[config.mk]
export PLATFORM = sky130hd
export DESIGN_NAME = cbuf_stream_writer
export DESIGN_NICKNAME = d
export VERILOG_FILES = /design/src/rtl/cbw_pkg.sv /design/src/rtl/cbw_decode.sv /design/src/rtl/cbw_guard.sv /design/src/rtl/cbw_regs.sv /design/src/rtl/cbw_req_stage.sv /design/src/rtl/cbuf_stream_writer.sv
export SDC_FILE = /design/constraint.sdc
export NUM_CORES = 1
export LEC_CHECK = 0
export ABC_AREA = 1
export ABC_CLOCK_PERIOD_IN_PS = 5300
export CAP_MARGIN = 20
export CELL_PAD_IN_SITES_DETAIL_PLACEMENT = 1
export CELL_PAD_IN_SITES_GLOBAL_PLACEMENT = 1
export CORE_MARGIN = 5
export CORE_UTILIZATION = 45
export CTS_BUF_LIST = sky130_fd_sc_hd__clkbuf_4 sky130_fd_sc_hd__clkbuf_8
export DETAILED_ROUTE_END_ITERATION = 7
export PLACE_DENSITY_LB_ADDON = 0.1
export SYNTH_ARGS = -nofsm -noshare
export SYNTH_HDL_FRONTEND = slang
export SYNTH_SLANG_ARGS = --single-unit
[constraint.sdc]
create_clock -name clk -period 5.3 [get_ports clk]
set_input_delay 0.795 -clock clk [delete_from_list [all_inputs] [get_ports clk]]
set_output_delay 0.795 -clock clk [all_outputs]
set_load 0.02 [all_outputs]
[src/rtl/cbw_pkg.sv]
// Package: shared widths and register index map for the constant buffer writer.
// Assumes byte-addressed memory and a word size that is a whole number of bytes.
package cbw_pkg;
    localparam int ADDR_W     = 64;
    localparam int WORD_W     = 32;
    localparam int WORD_BYTES = WORD_W / 8;
    localparam int IDX_W      = 6;

    // Configuration register indices (the block's own layout)
    localparam logic [IDX_W-1:0] IDX_BASE_HI = 6'd0;
    localparam logic [IDX_W-1:0] IDX_BASE_LO = 6'd1;
    localparam logic [IDX_W-1:0] IDX_SIZE    = 6'd2;
    localparam logic [IDX_W-1:0] IDX_POS     = 6'd3;
    localparam logic [IDX_W-1:0] IDX_ERR_CLR = 6'd4;

    // Decoded meaning of one register write
    typedef struct packed {
        logic data;
        logic base_hi;
        logic base_lo;
        logic size;
        logic pos;
        logic err_clr;
    } reg_hit_t;

    // One outgoing memory store
    typedef struct packed {
        logic [ADDR_W-1:0] addr;
        logic [WORD_W-1:0] data;
    } mem_req_t;
endpackage

[src/rtl/cbw_decode.sv]
// Module: cbw_decode
// Turns a register index into one-hot hit flags. The data window is a run of
// NUM_DATA aliased indices starting at DATA_BASE; one comparator per alias.
// Assumes the data window does not overlap the configuration indices.
module cbw_decode
    import cbw_pkg::*;
#(
    parameter int IW        = IDX_W,
    parameter int DATA_BASE = 16,
    parameter int NUM_DATA  = 16
) (
    input  logic [IW-1:0] idx,
    output reg_hit_t      hit
);
    logic [NUM_DATA-1:0] alias_hit;

    // One equality compare per aliased data index
    for (genvar g = 0; g < NUM_DATA; g++) begin : g_alias
        localparam logic [IW-1:0] MATCH = IW'(DATA_BASE + g);
        assign alias_hit[g] = (idx == MATCH);
    end

    // Combine alias compares and decode the configuration indices
    always_comb begin
        hit         = '0;
        hit.data    = |alias_hit;
        hit.base_hi = (idx == IDX_BASE_HI);
        hit.base_lo = (idx == IDX_BASE_LO);
        hit.size    = (idx == IDX_SIZE);
        hit.pos     = (idx == IDX_POS);
        hit.err_clr = (idx == IDX_ERR_CLR);
    end
endmodule

[src/rtl/cbw_guard.sv]
// Module: cbw_guard
// Decides whether a data word may be stored and forms its byte address.
// A word fits when position + one word does not exceed the size; the base
// must be non-zero. The position is zero-extended into the address sum.
module cbw_guard
    import cbw_pkg::*;
(
    input  logic [ADDR_W-1:0] base,
    input  logic [WORD_W-1:0] size,
    input  logic [WORD_W-1:0] pos,
    output logic              ok,
    output logic [ADDR_W-1:0] addr
);
    localparam int SUM_W = WORD_W + 1;

    logic [SUM_W-1:0] pos_end;
    logic             fits;
    logic             base_set;

    // Bounds and base checks plus address formation
    always_comb begin
        pos_end  = {1'b0, pos} + SUM_W'(WORD_BYTES);
        fits     = (pos_end <= {1'b0, size});
        base_set = (base != '0);
        ok       = fits && base_set;
        addr     = base + ADDR_W'(pos);
    end
endmodule

[src/rtl/cbw_regs.sv]
// Module: cbw_regs
// Holds the programmed base, size, write position and sticky error bit.
// Assumes at most one register write per cycle and that accept/reject are
// only raised together with a taken data write.
module cbw_regs
    import cbw_pkg::*;
(
    input  logic              clk,
    input  logic              rst_n,
    input  logic              wr_take,
    input  reg_hit_t          hit,
    input  logic [WORD_W-1:0] wdata,
    input  logic              accept,
    input  logic              reject,
    output logic [ADDR_W-1:0] base,
    output logic [WORD_W-1:0] size,
    output logic [WORD_W-1:0] pos,
    output logic              err
);
    localparam int HALF = ADDR_W / 2;

    // Base halves and size: loaded by configuration writes
    always_ff @(posedge clk) begin
        if (!rst_n) begin
            base <= '0;
            size <= '0;
        end else if (wr_take) begin
            if (hit.base_hi) base[ADDR_W-1:HALF] <= wdata[HALF-1:0];
            if (hit.base_lo) base[HALF-1:0]      <= wdata[HALF-1:0];
            if (hit.size)    size                <= wdata;
        end
    end

    // Write position: direct load or advance by one word per stored word
    always_ff @(posedge clk) begin
        if (!rst_n) begin
            pos <= '0;
        end else if (wr_take && hit.pos) begin
            pos <= wdata;
        end else if (accept) begin
            pos <= pos + WORD_W'(WORD_BYTES);
        end
    end

    // Sticky error: set on refusal, cleared by writing 1 to bit 0
    always_ff @(posedge clk) begin
        if (!rst_n) begin
            err <= 1'b0;
        end else if (reject) begin
            err <= 1'b1;
        end else if (wr_take && hit.err_clr && wdata[0]) begin
            err <= 1'b0;
        end
    end
endmodule

[src/rtl/cbw_req_stage.sv]
// Module: cbw_req_stage
// Single-entry output register for memory stores. A new store may load in
// the same cycle the held one is taken. Exposes whether a load is possible.
module cbw_req_stage
    import cbw_pkg::*;
(
    input  logic     clk,
    input  logic     rst_n,
    input  logic     load,
    input  mem_req_t load_req,
    input  logic     out_ready,
    output logic     out_valid,
    output mem_req_t out_req,
    output logic     can_load
);
    // Space exists when empty or when the held store leaves this cycle
    assign can_load = !out_valid || out_ready;

    // Occupancy of the output entry
    always_ff @(posedge clk) begin
        if (!rst_n) begin
            out_valid <= 1'b0;
        end else if (load) begin
            out_valid <= 1'b1;
        end else if (out_ready) begin
            out_valid <= 1'b0;
        end
    end

    // Payload of the output entry, held while not taken
    always_ff @(posedge clk) begin
        if (!rst_n) begin
            out_req <= '0;
        end else if (load) begin
            out_req <= load_req;
        end
    end
endmodule

[src/rtl/cbuf_stream_writer.sv]
// Module: cbuf_stream_writer
// Top level: register write port in, memory store port out. Data-window
// writes become stores at base + position; configuration writes update the
// register file. All register writes wait while the output entry is blocked.
module cbuf_stream_writer
    import cbw_pkg::*;
#(
    parameter int DATA_BASE = 16,
    parameter int NUM_DATA  = 16
) (
    input  logic              clk,
    input  logic              rst_n,
    input  logic              reg_wr_valid,
    output logic              reg_wr_ready,
    input  logic [IDX_W-1:0]  reg_wr_idx,
    input  logic [WORD_W-1:0] reg_wr_data,
    output logic              mem_req_valid,
    input  logic              mem_req_ready,
    output logic [ADDR_W-1:0] mem_req_addr,
    output logic [WORD_W-1:0] mem_req_data,
    output logic              err_flag
);
    reg_hit_t          hit;
    logic              wr_take;
    logic              data_hit;
    logic              clr_hit;
    logic              guard_ok;
    logic              accept;
    logic              reject;
    logic              can_load;
    logic [ADDR_W-1:0] cur_base;
    logic [WORD_W-1:0] cur_size;
    logic [WORD_W-1:0] cur_pos;
    logic [ADDR_W-1:0] word_addr;
    mem_req_t          new_req;
    mem_req_t          held_req;

    cbw_decode #(
        .IW       (IDX_W),
        .DATA_BASE(DATA_BASE),
        .NUM_DATA (NUM_DATA)
    ) u_dec (
        .idx(reg_wr_idx),
        .hit(hit)
    );

    cbw_guard u_guard (
        .base(cur_base),
        .size(cur_size),
        .pos (cur_pos),
        .ok  (guard_ok),
        .addr(word_addr)
    );

    // Handshake and classification of the current register write
    always_comb begin
        reg_wr_ready  = can_load;
        wr_take       = reg_wr_valid && can_load;
        data_hit      = hit.data;
        clr_hit       = hit.err_clr;
        accept        = wr_take && data_hit && guard_ok;
        reject        = wr_take && data_hit && !guard_ok;
        new_req.addr  = word_addr;
        new_req.data  = reg_wr_data;
    end

    cbw_regs u_regs (
        .clk    (clk),
        .rst_n  (rst_n),
        .wr_take(wr_take),
        .hit    (hit),
        .wdata  (reg_wr_data),
        .accept (accept),
        .reject (reject),
        .base   (cur_base),
        .size   (cur_size),
        .pos    (cur_pos),
        .err    (err_flag)
    );

    cbw_req_stage u_out (
        .clk      (clk),
        .rst_n    (rst_n),
        .load     (accept),
        .load_req (new_req),
        .out_ready(mem_req_ready),
        .out_valid(mem_req_valid),
        .out_req  (held_req),
        .can_load (can_load)
    );

    // Present the held store on the memory port
    assign mem_req_addr = held_req.addr;
    assign mem_req_data = held_req.data;
endmodule

* Word level (Yosys, flattened, before mapping) *
Index checks and enable logic that the tools add are counted.

cells by class
  eq/ne operators = 20
  $lt $le $gt $ge = 1
  mux-type cells = 6
  add/sub/neg operators = 3
  reductions and logical operators = 20

operators with widths
  cell                                                              count
  6-bit by 5-bit == test with 1-bit output (second input constant)  16
  64-bit by 32-bit adder with 64-bit output                         1
  32-bit 2-to-1 mux                                                 2
  64-bit nonzero test                                               1
  32-bit by 3-bit adder with 33-bit output (second input constant)  1
  33-bit by 32-bit less-or-equal comparator with 1-bit output       1
  32-bit by 3-bit adder with 32-bit output (second input constant)  1
  16-bit OR reduction                                               1
  6-bit by 2-bit == test with 1-bit output (second input constant)  2
  1-bit logical AND                                                 8
  6-bit by 1-bit == test with 1-bit output (second input constant)  1
  6-bit by 3-bit == test with 1-bit output (second input constant)  1
  6-bit logical NOT                                                 1
  2-bit AND reduction                                               3
  2-bit nonzero test                                                3
  1-bit 2-to-1 mux                                                  4
  1-bit logical NOT                                                 2
  1-bit logical OR                                                  1

storage, ports and cells
  output and inout bits = 99
  input port bits = 42
  flip-flop bits (word level) = 226

* Depth between registers and ports, before layout *
Gate-level depths: netlist (run 1).

  word-level depth = 7
  mapped depth = 30

* Modules after synthesis *
From an unflattened synthesis (run 1), not the netlist that was laid out.

unflattened totals
  cells, all modules = 2332
  area, all modules = 14526.4 um^2

modules (own cells, without submodules)
  module              cells each  area each (um^2)  times used
  cbw_guard           1157        5664.2            1
  cbw_regs            729         5425.2            1
  cbw_req_stage       420         3333.2            1
  cbw_decode          20          80.1              1
  cbuf_stream_writer  6           23.8              1

* Worst setup path after synthesis (run 1) *
No wires, ideal clock.

  path kind = register -> register
  start = register u_regs.pos[2]
  end = register u_out.out_req[65] (netlist bit)
  clock period less this slack = 3.309 ns
  stages on the path, launching flop included = 29
  data arrival time = 3.198 ns
  data required time = 5.188 ns
  setup slack = 1.991 ns
  setup time = 0.112 ns
  path through = dfxtp_1 > ha_1 > nand2_1 > nor2_1 > nand2_1 > nor2_1 > nand3_1 > nor2_1 > nand2_1 > nor2_1 > nand3_1 > and2_1 > ha_1 > nand2_1 > nand2_1 > nand2_1 > nand2_1 > nand2_1 > nand2_1 > nor2_1 > nand2_1 > inv_1 > nand3_2 > nand2_4 > nand3_4 > buf_4 > buf_2 > nor2_1 > nor2_1

on the way
  longest elaborated chain between the ends = 4

RTL lines
  item                                                         line                      RTL
  start: declaration                                           cbw_regs.sv:17            output logic [WORD_W-1:0] pos,
  start signal: assignment                                     cbw_regs.sv:39            pos <= wdata;
  start signal: assignment                                     cbw_regs.sv:41            pos <= pos + WORD_W'(WORD_BYTES);
  32-bit by 3-bit adder with 33-bit output                     cbw_guard.sv:22           pos_end = {1'b0, pos} + SUM_W'(WORD_BYTES);
  33-bit by 32-bit less-or-equal comparator with 1-bit output  cbw_guard.sv:23           fits = (pos_end <= {1'b0, size});
  1-bit logical AND                                            cbw_guard.sv:25           ok = fits && base_set;
  1-bit logical AND                                            cbuf_stream_writer.sv:61  accept = wr_take && data_hit && guard_ok;
  end signal: assignment                                       cbw_req_stage.sv:35       out_req <= load_req;
  end: declaration                                             cbw_req_stage.sv:13       output mem_req_t out_req,

Parallel ways exist; a longest one is shown, timed or not.
A chain may end at the register's enable or synchronous reset.

* Final worst setup path (run 1) *
  start = register u_regs.pos[3]
  end = register u_regs.pos[7]

on the way
  longest elaborated chain between the ends = 5

RTL lines
  item                                                         line
  32-bit by 3-bit adder with 33-bit output                     cbw_guard.sv:22
  33-bit by 32-bit less-or-equal comparator with 1-bit output  cbw_guard.sv:23
  1-bit logical AND                                            cbw_guard.sv:25
  1-bit logical AND                                            cbuf_stream_writer.sv:61
  2-bit nonzero test (no line)                                 -

Parallel ways exist; a longest one is shown, timed or not. The select of a mux whose other input is x is not followed.

==> results.ini, run 1 <==
[die]
coreArea_um2=30300
die_w_um=185
initial_core_util_pct=45.3
rows=64
dieArea_um2=34100
die_h_um=185
pin_count=141

[cells_and_area]
fin_util_pct=53.3
ff_latch_area_um2=4520
multiInputGateArea_um2=7840
design_area_um2=16200
fin_cells=2667
nets=2357
drive_gt1_share_pct=4.40
area_delta_synth_final_pct=17.9
fillCellCount=4098
num_antenna_cells=0

[power]
powerDensity_nw_per_um2=231
p_total_uw=3730
irDropWorstVdd_mv=0.181
p_leak_uw=0.00699

[worst_setup_path]
cp_top_family=simple AND/OR/NAND/NOR gates
r2r_cells=22
crit_end=u_regs.pos[7]
critPathLaunchType=flip-flop
crit_start=u_regs.pos[3]
worst-path-buf-inv=2
slowest_stage=buf_12
crit_path_end_kind=flip-flop
crit_chain=ha_1, nand2_1, nor2_1, nand3_1, nor3_1, nand3_1, inv_1, nand3_1, and2_1, ha_1, nand2_1, nor2_1, and3_1, nand2_1, nor2_1, nand3_1, nand3_2, nand2_4, nand3_4, buf_12, nand3_1, a21oi_1
timing.rr.end=u_regs.pos[7]
critical_path.max_fanout=167
worst-path-stages=22
critPathMaxStageDelay_ns=0.47
worstPathRequired_ns=5.74
critPathKind=reg2reg
timing.rr.start=u_regs.pos[3]
crit_arrival_ns=5.01
ff2ff_setup_slack_ns=0.73
path_common_cell=nand3_1

[sta]
final_hold_viol_count=0
slew_violations=0
setup_violations=0
worstMarginPinSlew_ns=0.960
min_period_ns=4.57
fin_crit_sh_pct=86.2
max_slew_margin_pct=36.0
rsz0062_at_grt=false
fmax_mhz=219
skew_ns=0.0175
fin_tns_setup_ns=0

[logic_synthesis]
synth.distinct_cells=40
dominantRegCellSynth=dfxtp_1
ys_seq_area_share_pct=32.9
syn_nets=2250
syn_inst=2142
syn_avg_cell_area_um2=6.41
synth.cell_area_um2=13700
synth-edff-count=0
ys_async_sr_fraction_pct=0
ys_warn_count=0
synth_seq_cells=226

[drt]
dr.pass1.iters=5
via_per_inst=5.62
wire_per_inst_um=19.8
num_vias=15000
routed_wl_um=52900
drt_iter0_drc=886
drc=0
ant_nets=0

[clock_tree]
clk_pin_slew_ns=0.06
clock_sinks=226
cts_resized=0
cts_tree=built
clkLatencyLatePin_ns=0.54
ctsHoldBuffers=0
clockBufferDepth=3
cts_setup_buffers=0
cts_max_level=2
cts_root_buf=clkbuf_8
numCtsBuffers=39

[placed_design]
dp_hpwl_um=40600
dp.cells=2603
portBuffers=140
routabilityCongestion=1.00
placedInstanceArea_um2=15400

[grt]
overflow=0
grt_max_degree=168
antenna_found_initial=0
grt_use_total_pct=30.5
grt_first_pass_wirelength_um=82400
grt_pass1_vias=15000

[run]
max-cap-violations=0

[worst_hold_path]
worstHoldPathType=reg2reg

[status]
status=completed

-- how the worst min path moves through the flow --
stage	to	depth (start not counted)	start	slack (ns)
3_3_place_gp	u_out.out_req[5]	2	u_out.out_req[5]	0.45
5_1_grt	u_out.out_req[39]	2	u_out.out_req[39]	0.49
6_report	u_out.out_req[41]	2	u_out.out_req[41]	0.46
2_1_floorplan	u_regs.pos[0]	2	u_regs.pos[0]	0.45
4_1_cts	u_out.out_req[41]	2	u_out.out_req[41]	0.47
3_5_place_dp	u_out.out_req[41]	2	u_out.out_req[41]	0.46
-- stage by stage --
step / setup WS (ns) / hold slack [ns]
3_5_place_dp: 0.880 / 0.458
2_1_floorplan: 1.99 / 0.451
4_1_cts: 0.864 / 0.466
5_1_grt: 0.392 / 0.486
3_3_place_gp: 1.07 / 0.450
6_report: 0.732 / 0.463
-- state kept, by name (all words and copies together), names as in the netlist --
signal           count
u_out.out_valid      1
u_regs.pos          32
u_regs.base         64
u_out.out_req       96
u_regs.err           1
u_regs.size         32
-- routing by layer --
| layer | up-vias | part of all wire, % | track usage [%] | wire, µm |
|---|---|---|---|---|
| li1 | 7198 | - | - | - |
| met1 | 7258 | 43 | 40.0 | 22900 |
| met2 | 433 | 47 | 51.5 | 24900 |
| met3 | 98 | 6.3 | 4.68 | 3350 |
| met4 | 0 | 3.5 | 9.89 | 1830 |
| met5 | - | 0 | 0 | 0 |
-- final cells by class --
type,count,share of cell area [%]
Sequential cell,226,27.9
Timing Repair Buffer,153,9.43
Inverter,277,6.43
Multi-Input combinational cell,1552,48.4
Tap cell,396,3.06
Clock buffer,58,4.39
Clock inverter,5,0.325
-- cells in the mapped netlist (2+ instances only) --
library cell | count | share of area [%]
a21oi_1 | 215 | 7.8
nand4_1 | 76 | 3.5
clkbuf_1 | 61 | 1.7
buf_2 | 14 | 0.51
nor2_1 | 264 | 7.2
a211oi_1 | 32 | 1.7
buf_4 | 5 | 0.27
nand3_1 | 100 | 3.6
o21bai_1 | 6 | 0.33
o21ai_0 | 128 | 4.7
nand2_1 | 526 | 14
nor4_1 | 16 | 0.73
buf_1 | 6 | 0.16
or2_2 | 9 | 0.41
a21boi_0 | 3 | 0.16
nand3b_1 | 6 | 0.33
dfxtp_1 | 226 | 33
and2_1 | 5 | 0.23
nor3_1 | 29 | 1.1
nor4_2 | 2 | 0.18
a31o_2 | 2 | 0.13
ha_1 | 65 | 5.9
xnor2_1 | 8 | 0.51
clkinv_1 | 2 | 0.055
o21a_1 | 3 | 0.16
inv_1 | 275 | 7.5
xor2_1 | 42 | 2.7
a21o_1 | 4 | 0.22
-- logic make-up (layout without fill, tap and decap cells) --
kind of cell	after synthesis	after routing	synth area share (%)
and+or+nand+nor	1040	1040	32.1
adders and majority gates	66	66	6.07
DFF	226	226	32.9
xor gates and xnor gates	50	50	3.19
AOI/OAI and AO/OA	396	396	15.4
buffers and inverters	364	493	10.3
-- tightest hold or removal path, delay by kind of cell (launching register included) --
family	cells	cell delay (ns)
simple gates	1	0.06
flops	1	0.30
compound gates	1	0.05
-- power breakdown --
part	internal [µW]	leakage [µW]	switching (µW)	total [µW]
Sequential	1720	0.00182	17.8	1740
Combinational	112	0.00476	269	381
Clock	898	0.000407	715	1610
Total	2730	0.00699	1000	3730
-- layout by cell type, fill, tap and decap left out, drive strengths merged, types with 42 or more instances in the layout --
cell,instances
a21oi,215
dfxtp,226
ha,65
xor2,42
nand4,76
nand2,528
nor2,264
inv,275
clkdlybuf4s50,139
nand3,102
clkbuf,58
o21ai,128
No activity file was read; power rests on OpenSTA's default activity.
==> run 2: changes to the inputs <==
CORE_ASPECT_RATIO = 0.6   (was default)
==> results.ini, run 2 (synthesized netlist as in run 1, its figures left out) <==
[sta]
min_period_ns=4.81
worstMarginPinSlew_ns=1.03
max_slew_margin_pct=31.5
fmax_mhz=208
rsz0062_at_grt=false
fin_tns_setup_ns=0
slew_violations=0
hold_ws_ns=0.462
skew_ns=0.0236
fin_crit_sh_pct=90.7
final_hold_viol_count=0
setup_violations=0

[placed_design]
portBuffers=140
routabilityCongestion=1.06
dp_hpwl_um=47100

[grt]
grt_max_degree=72
antenna_found_initial=0
grt_use_total_pct=33.7
overflow=0
grt_pass1_vias=15100
grt_first_pass_wirelength_um=90900

[drt]
dr.pass1.iters=5
num_vias=15500
routed_wl_um=60100
via_per_inst=5.76
drc=0
wire_per_inst_um=22.4
drt_iter0_drc=1403
ant_nets=0

[cells_and_area]
layout_commonest_cell=nand2_1
layout_common_cells=525 x nand2_1, 275 x inv_1, 262 x nor2_1, 226 x dfxtp_1, 215 x a21oi_1
top_regs=u_out.out_req (96), u_regs.base (64)
area_delta_synth_final_pct=18.1
num_antenna_cells=0
multiInputGateArea_um2=7840
largest_reg_flops=96
drive_gt1_share_pct=4.61
top_register=u_out.out_req
fillCellCount=4057
ff_latch_area_um2=4520
nets=2359

[worst_setup_path]
crit_path_end_kind=flip-flop
critPathLaunchType=flip-flop
path_common_cell=nand2_1
critPathMaxStageDelay_ns=0.72
crit_arrival_ns=5.27
timing.rr.start=u_regs.pos[7]
critPathKind=reg2reg
slowest_stage=nand2_2
crit_chain=nand2_1, nor3_1, nand2_1, nor2_1, xor2_1, ha_1, nand2_1, o21ai_0, a21oi_1, nand2_1, nand2_1, nand3_2, nand2_4, nand3_4, nand2_2, nand2_1, nand2_1, nor2_1
crit_start=u_regs.pos[7]
worstPathRequired_ns=5.76
critical_path.max_fanout=33

[worst_hold_path]
min_from=u_out.out_req[43]
worstHoldPathType=reg2reg

[clock_tree]
clk_pin_slew_ns=0.06
cts_resized=0
clock_sinks=226
ctsHoldBuffers=0
cts_root_buf=clkbuf_8
cts_max_level=2
clkLatencyLatePin_ns=0.58
cts_tree=built
numCtsBuffers=37
clockBufferDepth=3
cts_setup_buffers=0

[power]
p_leak_uw=0.00700
powerDensity_nw_per_um2=234
irDropWorstVdd_mv=0.165

[status]
status=completed

[die]
rows=49
die_w_um=236
initial_core_util_pct=45.7
die_h_um=145
dieArea_um2=34200
coreArea_um2=30000
pin_count=141

[run]
max-cap-violations=0

==> run 2: layout make-up <==
cell class / instances / area share [%]
flip-flops and latches: 226 / 27.9
clock buffers: 59 / 4.58
well taps: 408 / 3.15
repair buffers: 157 / 9.47
inverters: 277 / 6.42
multi-input cells: 1552 / 48.3
clock inverters: 5 / 0.193
==> run 2: through the flow <==
| stage | area, µm² | instances | setup slack (ns) | utilization (%) | total power (µW) |
|---|---|---|---|---|---|
| CTS | 16200 | 2684 | 0.645 | 54.0 | 3810 |
| detailed placement | 15500 | 2620 | 0.667 | 51.4 | 2170 |
| finish | 16200 | 2684 | 0.494 | 54.0 | 3800 |
| floorplan | 13700 | 2142 | 1.99 | - | 1980 |
| global placement | 15500 | 2620 | 0.929 | 51.4 | 2160 |
| global route | 16200 | 2684 | 0.107 | 54.0 | 3920 |
==> run 2: worst max-delay path, delay by kind of cell, from the launching register on <==
family,cells,cell delay [ns]
compound gates,2,0.53
flops,1,0.56
simple gates,14,3.03
fa+ha+maj,1,0.28
xor+xnor,1,0.27
==> run 2: routing by layer <==
layer	track usage (%)	vias to the layer above	wire length, µm
met5	0	-	0
met4	6.09	0	1000
li1	-	7189	-
met2	47.0	632	23400
met1	51.0	7559	28700
met3	11.1	76	6940
==> run 2: path summary, 6_finish.rpt <==
kind                       endpoint  slack, ns  depth (start not counted)
setup / recovery     u_regs.pos[15]       0.49                         18
hold reg to reg   u_out.out_req[43]       0.46                          2
setup reg to reg     u_regs.pos[15]       0.49                         18
hold / removal    u_out.out_req[43]       0.46                          2
==> run 2: power breakdown <==
| part | leakage (µW) | switching, µW | internal, µW | total [µW] |
|---|---|---|---|---|
| Clock | 0.000412 | 772 | 889 | 1660 |
| Sequential | 0.00182 | 18.6 | 1720 | 1740 |
| Combinational | 0.00477 | 290 | 112 | 403 |
